`src/rtl/lockstep_rx_pkg.sv`:
```
package lockstep_rx_pkg;
    localparam int unsigned REG_STATUS    = 0;
    localparam int unsigned REG_CONTROL   = 1;
    localparam int unsigned REG_LANE_BASE = 2;
    localparam int unsigned STAT_READY_BIT = 0;
    localparam int unsigned STAT_OVR_BIT   = 1;
    localparam int unsigned CTRL_IE_BIT    = 0;
endpackage

```
`src/rtl/lockstep_rx_sync.sv`:
```
module lockstep_rx_sync #(
    parameter int unsigned LANES  = 4,
    parameter int unsigned STAGES = 2
) (
    input  logic             clk,
    input  logic             rst_n,
    input  logic             bit_clk,
    input  logic [LANES-1:0] lane_sd,
    output logic             bit_tick,
    output logic [LANES-1:0] sd_sync
);
    typedef struct packed {
        logic [STAGES-1:0]            ck_pipe;
        logic [STAGES-1:0][LANES-1:0] sd_pipe;
        logic                         ck_last;
    } sync_t;

    sync_t s_d, s_q;

    always_comb begin
        s_d = s_q;
        s_d.ck_pipe[0] = bit_clk;
        s_d.sd_pipe[0] = lane_sd;
        for (int k = 1; k < int'(STAGES); k++) begin
            s_d.ck_pipe[k] = s_q.ck_pipe[k-1];
            s_d.sd_pipe[k] = s_q.sd_pipe[k-1];
        end
        s_d.ck_last = s_q.ck_pipe[STAGES-1];
    end

    always_ff @(posedge clk or negedge rst_n) begin
        if (!rst_n) s_q <= '0;
        else        s_q <= s_d;
    end

    assign bit_tick = s_q.ck_pipe[STAGES-1] & ~s_q.ck_last;
    assign sd_sync  = s_q.sd_pipe[STAGES-1];
endmodule

```
`src/rtl/lockstep_rx_slot.sv`:
```
module lockstep_rx_slot #(
    parameter int unsigned SLOT_W = 16
) (
    input  logic clk,
    input  logic rst_n,
    input  logic bit_tick,
    output logic last_bit
);
    localparam int unsigned CNT_W = (SLOT_W > 1) ? $clog2(SLOT_W) : 1;
    localparam logic [CNT_W-1:0] CNT_MAX = CNT_W'(SLOT_W - 1);

    logic [CNT_W-1:0] cnt_d, cnt_q;

    always_comb begin
        cnt_d = cnt_q;
        if (bit_tick) cnt_d = (cnt_q == CNT_MAX) ? '0 : cnt_q + 1'b1;
    end

    always_ff @(posedge clk or negedge rst_n) begin
        if (!rst_n) cnt_q <= '0;
        else        cnt_q <= cnt_d;
    end

    assign last_bit = bit_tick && (cnt_q == CNT_MAX);
endmodule

```
`src/rtl/lockstep_rx_lane.sv`:
```
module lockstep_rx_lane #(
    parameter int unsigned SLOT_W = 16
) (
    input  logic              clk,
    input  logic              rst_n,
    input  logic              bit_tick,
    input  logic              last_bit,
    input  logic              enable,
    input  logic              sd,
    output logic [SLOT_W-1:0] word
);
    typedef struct packed {
        logic [SLOT_W-1:0] shreg;
        logic [SLOT_W-1:0] rbuf;
    } lane_t;

    lane_t l_d, l_q;

    always_comb begin
        l_d = l_q;
        if (bit_tick) l_d.shreg = {l_q.shreg[SLOT_W-2:0], sd};
        if (last_bit && enable) l_d.rbuf = {l_q.shreg[SLOT_W-2:0], sd};
    end

    always_ff @(posedge clk or negedge rst_n) begin
        if (!rst_n) l_q <= '0;
        else        l_q <= l_d;
    end

    assign word = l_q.rbuf;
endmodule

```
`src/rtl/lockstep_rx_ctrl.sv`:
```
module lockstep_rx_ctrl
    import lockstep_rx_pkg::*;
#(
    parameter int unsigned LANES  = 4,
    parameter int unsigned SLOT_W = 16,
    parameter int unsigned REG_W  = 32,
    parameter int unsigned ADDR_W = 3
) (
    input  logic                    clk,
    input  logic                    rst_n,
    input  logic                    last_bit,
    input  logic [LANES-1:0]        lane_en,
    input  logic [LANES*SLOT_W-1:0] words,
    input  logic                    reg_wr,
    input  logic                    reg_rd,
    input  logic [ADDR_W-1:0]       reg_addr,
    input  logic [REG_W-1:0]        reg_wdata,
    output logic [REG_W-1:0]        reg_rdata,
    output logic                    xfer,
    output logic                    ready,
    output logic                    overrun,
    output logic                    irq_en,
    output logic                    dma_req,
    output logic                    irq
);
    typedef struct packed {
        logic             ready;
        logic             ovr;
        logic             ie;
        logic             dma;
        logic [LANES-1:0] pend;
    } ctl_t;

    ctl_t c_d, c_q;
    logic [LANES-1:0] rd_hit;
    logic             rd_any;
    logic             wr_stat;
    logic             wr_ctrl;

    always_comb begin
        rd_hit = '0;
        for (int i = 0; i < int'(LANES); i++)
            rd_hit[i] = reg_rd && (reg_addr == ADDR_W'(REG_LANE_BASE + i));
        rd_any  = |rd_hit;
        wr_stat = reg_wr && (reg_addr == ADDR_W'(REG_STATUS));
        wr_ctrl = reg_wr && (reg_addr == ADDR_W'(REG_CONTROL));
        xfer    = last_bit && (|lane_en);
    end

    always_comb begin
        reg_rdata = '0;
        if (reg_addr == ADDR_W'(REG_STATUS)) begin
            reg_rdata[STAT_READY_BIT] = c_q.ready;
            reg_rdata[STAT_OVR_BIT]   = c_q.ovr;
        end else if (reg_addr == ADDR_W'(REG_CONTROL)) begin
            reg_rdata[CTRL_IE_BIT] = c_q.ie;
        end
        for (int i = 0; i < int'(LANES); i++)
            if (reg_addr == ADDR_W'(REG_LANE_BASE + i))
                reg_rdata[SLOT_W-1:0] = words[i*SLOT_W +: SLOT_W];
    end

    always_comb begin
        c_d     = c_q;
        c_d.dma = xfer;
        if (wr_ctrl) c_d.ie = reg_wdata[CTRL_IE_BIT];
        if (wr_stat && reg_wdata[STAT_OVR_BIT]) c_d.ovr = 1'b0;
        if (xfer) begin
            if (|(c_q.pend & lane_en & ~rd_hit)) c_d.ovr = 1'b1;
            c_d.pend  = lane_en;
            c_d.ready = 1'b1;
        end else begin
            c_d.pend = c_q.pend & ~rd_hit;
            if (wr_stat && reg_wdata[STAT_READY_BIT])
                c_d.ready = 1'b0;
            else if (rd_any && ((c_d.pend & lane_en) == '0))
                c_d.ready = 1'b0;
        end
    end

    always_ff @(posedge clk or negedge rst_n) begin
        if (!rst_n) c_q <= '0;
        else        c_q <= c_d;
    end

    assign ready   = c_q.ready;
    assign overrun = c_q.ovr;
    assign irq_en  = c_q.ie;
    assign dma_req = c_q.dma;
    assign irq     = c_q.ready & c_q.ie;
endmodule

```
`src/rtl/lockstep_rx.sv`:
```
module lockstep_rx #(
    parameter int unsigned LANES       = 4,
    parameter int unsigned SLOT_W      = 16,
    parameter int unsigned SYNC_STAGES = 2,
    parameter int unsigned REG_W       = 32,
    parameter int unsigned ADDR_W      = $clog2(LANES + 2)
) (
    input  logic              clk,
    input  logic              rst_n,
    input  logic              bit_clk,
    input  logic [LANES-1:0]  lane_sd,
    input  logic [LANES-1:0]  lane_en,
    input  logic              reg_wr,
    input  logic              reg_rd,
    input  logic [ADDR_W-1:0] reg_addr,
    input  logic [REG_W-1:0]  reg_wdata,
    output logic [REG_W-1:0]  reg_rdata,
    output logic              dma_req,
    output logic              irq
);
    logic                    bit_tick;
    logic [LANES-1:0]        sd_sync;
    logic                    last_bit;
    logic [LANES*SLOT_W-1:0] words;
    logic                    xfer;
    logic                    ready;
    logic                    overrun;
    logic                    irq_en;

    lockstep_rx_sync #(.LANES(LANES), .STAGES(SYNC_STAGES)) u_sync (
        .clk(clk), .rst_n(rst_n), .bit_clk(bit_clk), .lane_sd(lane_sd),
        .bit_tick(bit_tick), .sd_sync(sd_sync)
    );

    lockstep_rx_slot #(.SLOT_W(SLOT_W)) u_slot (
        .clk(clk), .rst_n(rst_n), .bit_tick(bit_tick), .last_bit(last_bit)
    );

    for (genvar g = 0; g < int'(LANES); g++) begin : g_lane
        lockstep_rx_lane #(.SLOT_W(SLOT_W)) u_lane (
            .clk(clk), .rst_n(rst_n), .bit_tick(bit_tick), .last_bit(last_bit),
            .enable(lane_en[g]), .sd(sd_sync[g]),
            .word(words[g*SLOT_W +: SLOT_W])
        );
    end

    lockstep_rx_ctrl #(.LANES(LANES), .SLOT_W(SLOT_W), .REG_W(REG_W), .ADDR_W(ADDR_W)) u_ctrl (
        .clk(clk), .rst_n(rst_n), .last_bit(last_bit), .lane_en(lane_en),
        .words(words), .reg_wr(reg_wr), .reg_rd(reg_rd), .reg_addr(reg_addr),
        .reg_wdata(reg_wdata), .reg_rdata(reg_rdata), .xfer(xfer),
        .ready(ready), .overrun(overrun), .irq_en(irq_en),
        .dma_req(dma_req), .irq(irq)
    );
endmodule

```
`config.mk`:
```
export PLATFORM = sky130hd
export DESIGN_NAME = lockstep_rx
export DESIGN_NICKNAME = d
export VERILOG_FILES = /design/src/rtl/lockstep_rx_pkg.sv /design/src/rtl/lockstep_rx_sync.sv /design/src/rtl/lockstep_rx_slot.sv /design/src/rtl/lockstep_rx_lane.sv /design/src/rtl/lockstep_rx_ctrl.sv /design/src/rtl/lockstep_rx.sv
export SDC_FILE = /design/constraint.sdc
export NUM_CORES = 1
export LEC_CHECK = 0
export CAP_MARGIN = 10
export CORE_UTILIZATION = 60
export DETAILED_ROUTE_END_ITERATION = 6
export GPL_ROUTABILITY_DRIVEN = 0
export MAX_ROUTING_LAYER = met4
export PLACE_DENSITY = 0.85
export SYNTH_ARGS = -nofsm -noshare
export SYNTH_HDL_FRONTEND = slang
export SYNTH_HIERARCHICAL = 1
export SYNTH_SLANG_ARGS = --single-unit
```
`constraint.sdc`:
```
create_clock -name clk -period 4.7 [get_ports clk]
set_input_delay 1.41 -clock clk [delete_from_list [all_inputs] [get_ports clk]]
set_output_delay 1.41 -clock clk [all_outputs]
set_load 0.02 [all_outputs]
```
==> flow_summary.json <==
{
  "final-setup-viol-count": 0,
  "max_cap_violations": 0,
  "htreeDepth": 4,
  "postCtsHoldBufs": 0,
  "drive_gt1_frac": 0.391,
  "area.sequential_um2": 3680,
  "numCtsBuffers": 17,
  "skew_ns": 0.00890,
  "hold_viol": 0,
  "clock_path_buffers": 2,
  "min_period_over_period": 0.983,
  "design_area_um2": 7380,
  "powerDensity_nw_per_um2": 532,
  "whs_ns": 0.349,
  "antenna_cells": 0,
  "num_vias": 3460,
  "critPathArrivalTime_ns": 3.21,
  "cp-start-kind": "input pin",
  "drc": 0,
  "netlist_instances": 479,
  "synth_seq_area_share": 0.538,
  "period_needed_ns": 4.62,
  "dp_hpwl_um": 7300,
  "antenna_found_initial": 0,
  "peakVddDrop_mv": 0.450,
  "crit_path_max_fanout": 20,
  "required_ns": 3.29,
  "grt_pass1_wl_um": 19700,
  "fp.dieW_um": 109,
  "finalPower_w": 0.00393,
  "syn-cell-area_um2": 6830,
  "drt_iter0_drc": 231,
  "avgRoutedWirePerCell_um": 19.8,
  "multi_input_area_um2": 2400,
  "fin_nets": 506,
  "ios": 82,
  "async_flop_share": 1.00,
  "rsz0062_at_grt": "false",
  "synth-edff-count": 0,
  "placed_cell_area_um2": 6730,
  "design.die.area_um2": 11800,
  "clkSlewWorstSetupHoldPaths_ns": 0.06,
  "drt-total-wl_um": 12100,
  "post_cts_resized": 0,
  "crit_path_end_kind": "primary output",
  "via_per_inst": 5.67,
  "yosysWarnings": 6,
  "synth-seq-cells": 147,
  "fp-row-count": 38,
  "slew-limit-headroom": 0.314,
  "grt_util_all_layers": 0.234,
  "start_util": 0.622,
  "final_max_slew_viol_count": 0,
  "first_global_vias": 3755,
  "status": "completed",
  "hold_path_class": "flop to flop",
  "cts_setup_buffers": 0,
  "clk_latency_ns": 0.42,
  "overflow": 0,
  "whs_path_depth": 0,
  "firstDrtPassIters": 4,
  "critPathKind": "input pin to primary output",
  "mostFrequentLayoutCells": "147 x dfrtp_1, 86 x mux2_2, 40 x mux2_4, 33 x clkdlybuf4s50_1, 31 x mux2i_1",
  "syn2layout_area_growth_pct": 8.02,
  "ctsRootBufferMaster": "clkbuf_16",
  "postRouteAntennaNets": 0,
  "fin_tns_setup_ns": 0,
  "synth_ff_type": "dfrtp_1",
  "portBuffers": 35,
  "cts.sinks": 147,
  "core_region_area_um2": 11000,
  "layout_commonest_cell": "dfrtp_1",
  "nFillCells": 749,
  "synthDistinctLibCells": 36,
  "syn_area_per_cell_um2": 14.3,
  "reg2regPathDepth": 4,
  "p_leak_nw": 3.56,
  "cts_tree": "yes",
  "grt_max_degree": 117,
  "worst_pin_slew_ns": 1.03,
  "die_h_um": 109,
  "clock.fmax_mhz": 216
}
## worst paths after layout
kind	from	to	slack [ns]
min in group asynchronous	rst_n	u_sync/s_d[7]	1.13
hold reg to reg	u_sync/s_d[7]	u_sync/sd_sync[2]	0.35
setup / recovery	reg_addr[2]	reg_rdata[11]	0.08
hold / removal	u_sync/s_d[7]	u_sync/sd_sync[2]	0.35
max in group asynchronous	rst_n	g_lane[2].u_lane/l_q[19]	2.74
setup reg to reg	u_slot/cnt_q[0]	g_lane[0].u_lane/word[10]	2.52
## power breakdown
group / switching (W) / internal [W]
sequential: 0.000254 / 0.00160
combinational: 0.000236 / 0.000378
clock: 0.000522 / 0.000934
total: 0.00101 / 0.00292
## critical path, cell delays in order
cell and delay [ns]:
clkdlybuf4s50_1 0.50, nand2b_1 0.23, buf_12 0.18, o22ai_1 0.24, clkdlybuf4s50_1 0.65
## metal layers
layer / wire length [um] / vias to the layer above / GRT usage
li1: - / 1543 / -
met1: 5350 / 1786 / 0.298
met2: 5830 / 105 / 0.354
met3: 578 / 26 / 0.0586
met4: 299 / 0 / 0.111
met5: 0 / - / -
## sequential cells by signal, summed over array words and instances (netlist names)
| signal | cells |
|---|---|
| g_lane.u_lane/word | 64 |
| g_lane.u_lane/l_q | 60 |
| u_sync/s_d | 6 |
| u_ctrl/c_q | 4 |
| u_slot/cnt_q | 4 |
| u_sync/sd_sync | 4 |
| u_ctrl/dma_req | 1 |
| u_ctrl/irq_en | 1 |
| u_ctrl/overrun | 1 |
| u_ctrl/ready | 1 |
| u_sync/s_q | 1 |
## synthesized netlist by cell type (2+ instances only)
cell type | instances | area [um^2]
a41oi_1 | 2 | 17.5
buf_2 | 5 | 25.0
buf_4 | 91 | 683
buf_6 | 8 | 90.1
dfrtp_1 | 147 | 3680
mux2_2 | 86 | 968
mux2_4 | 40 | 601
mux2i_1 | 31 | 310
nand2_1 | 9 | 33.8
nand2_2 | 4 | 25.0
nand2b_1 | 5 | 31.3
nor2_1 | 2 | 7.51
o211ai_1 | 2 | 15.0
o211ai_2 | 2 | 25.0
o21ai_0 | 5 | 25.0
o21ai_1 | 5 | 25.0
o22ai_1 | 16 | 100
## stage by stage
stage	worst slack, ns	cells	utilization
6_report	0.0808	610	0.672
3_3_place_gp	0.121	578	0.613
2_1_floorplan	0.972	494	-
4_1_cts	0.0791	610	0.672
3_5_place_dp	0.0816	578	0.613
5_1_grt	0.0161	610	0.672
## final cells by class
class / instances / share of cell area
clock buffer: 21 / 0.0638
clock inverter: 11 / 0.0237
inverter: 2 / 0.00102
multi-input combinational: 241 / 0.326
sequential: 147 / 0.498
tap: 140 / 0.0237
timing repair buffer: 48 / 0.0636
## cells by family (layout without fill, tap and decap cells)
group                    count (synthesis)  count (layout)  synth area share
AND/OR/NAND/NOR                         27              27            0.0231
flip-flops                             147             147             0.538
other                                    1              16          0.000549
XOR/XNOR                                 1               1           0.00128
buffers and inverters                  106              82             0.118
adder cells (fa/ha/maj)                  1               1           0.00183
multiplexers                           158             158             0.278
AO/OA/AOI/OAI                           38              38            0.0385
No activity file was read; power rests on OpenSTA's default activity.
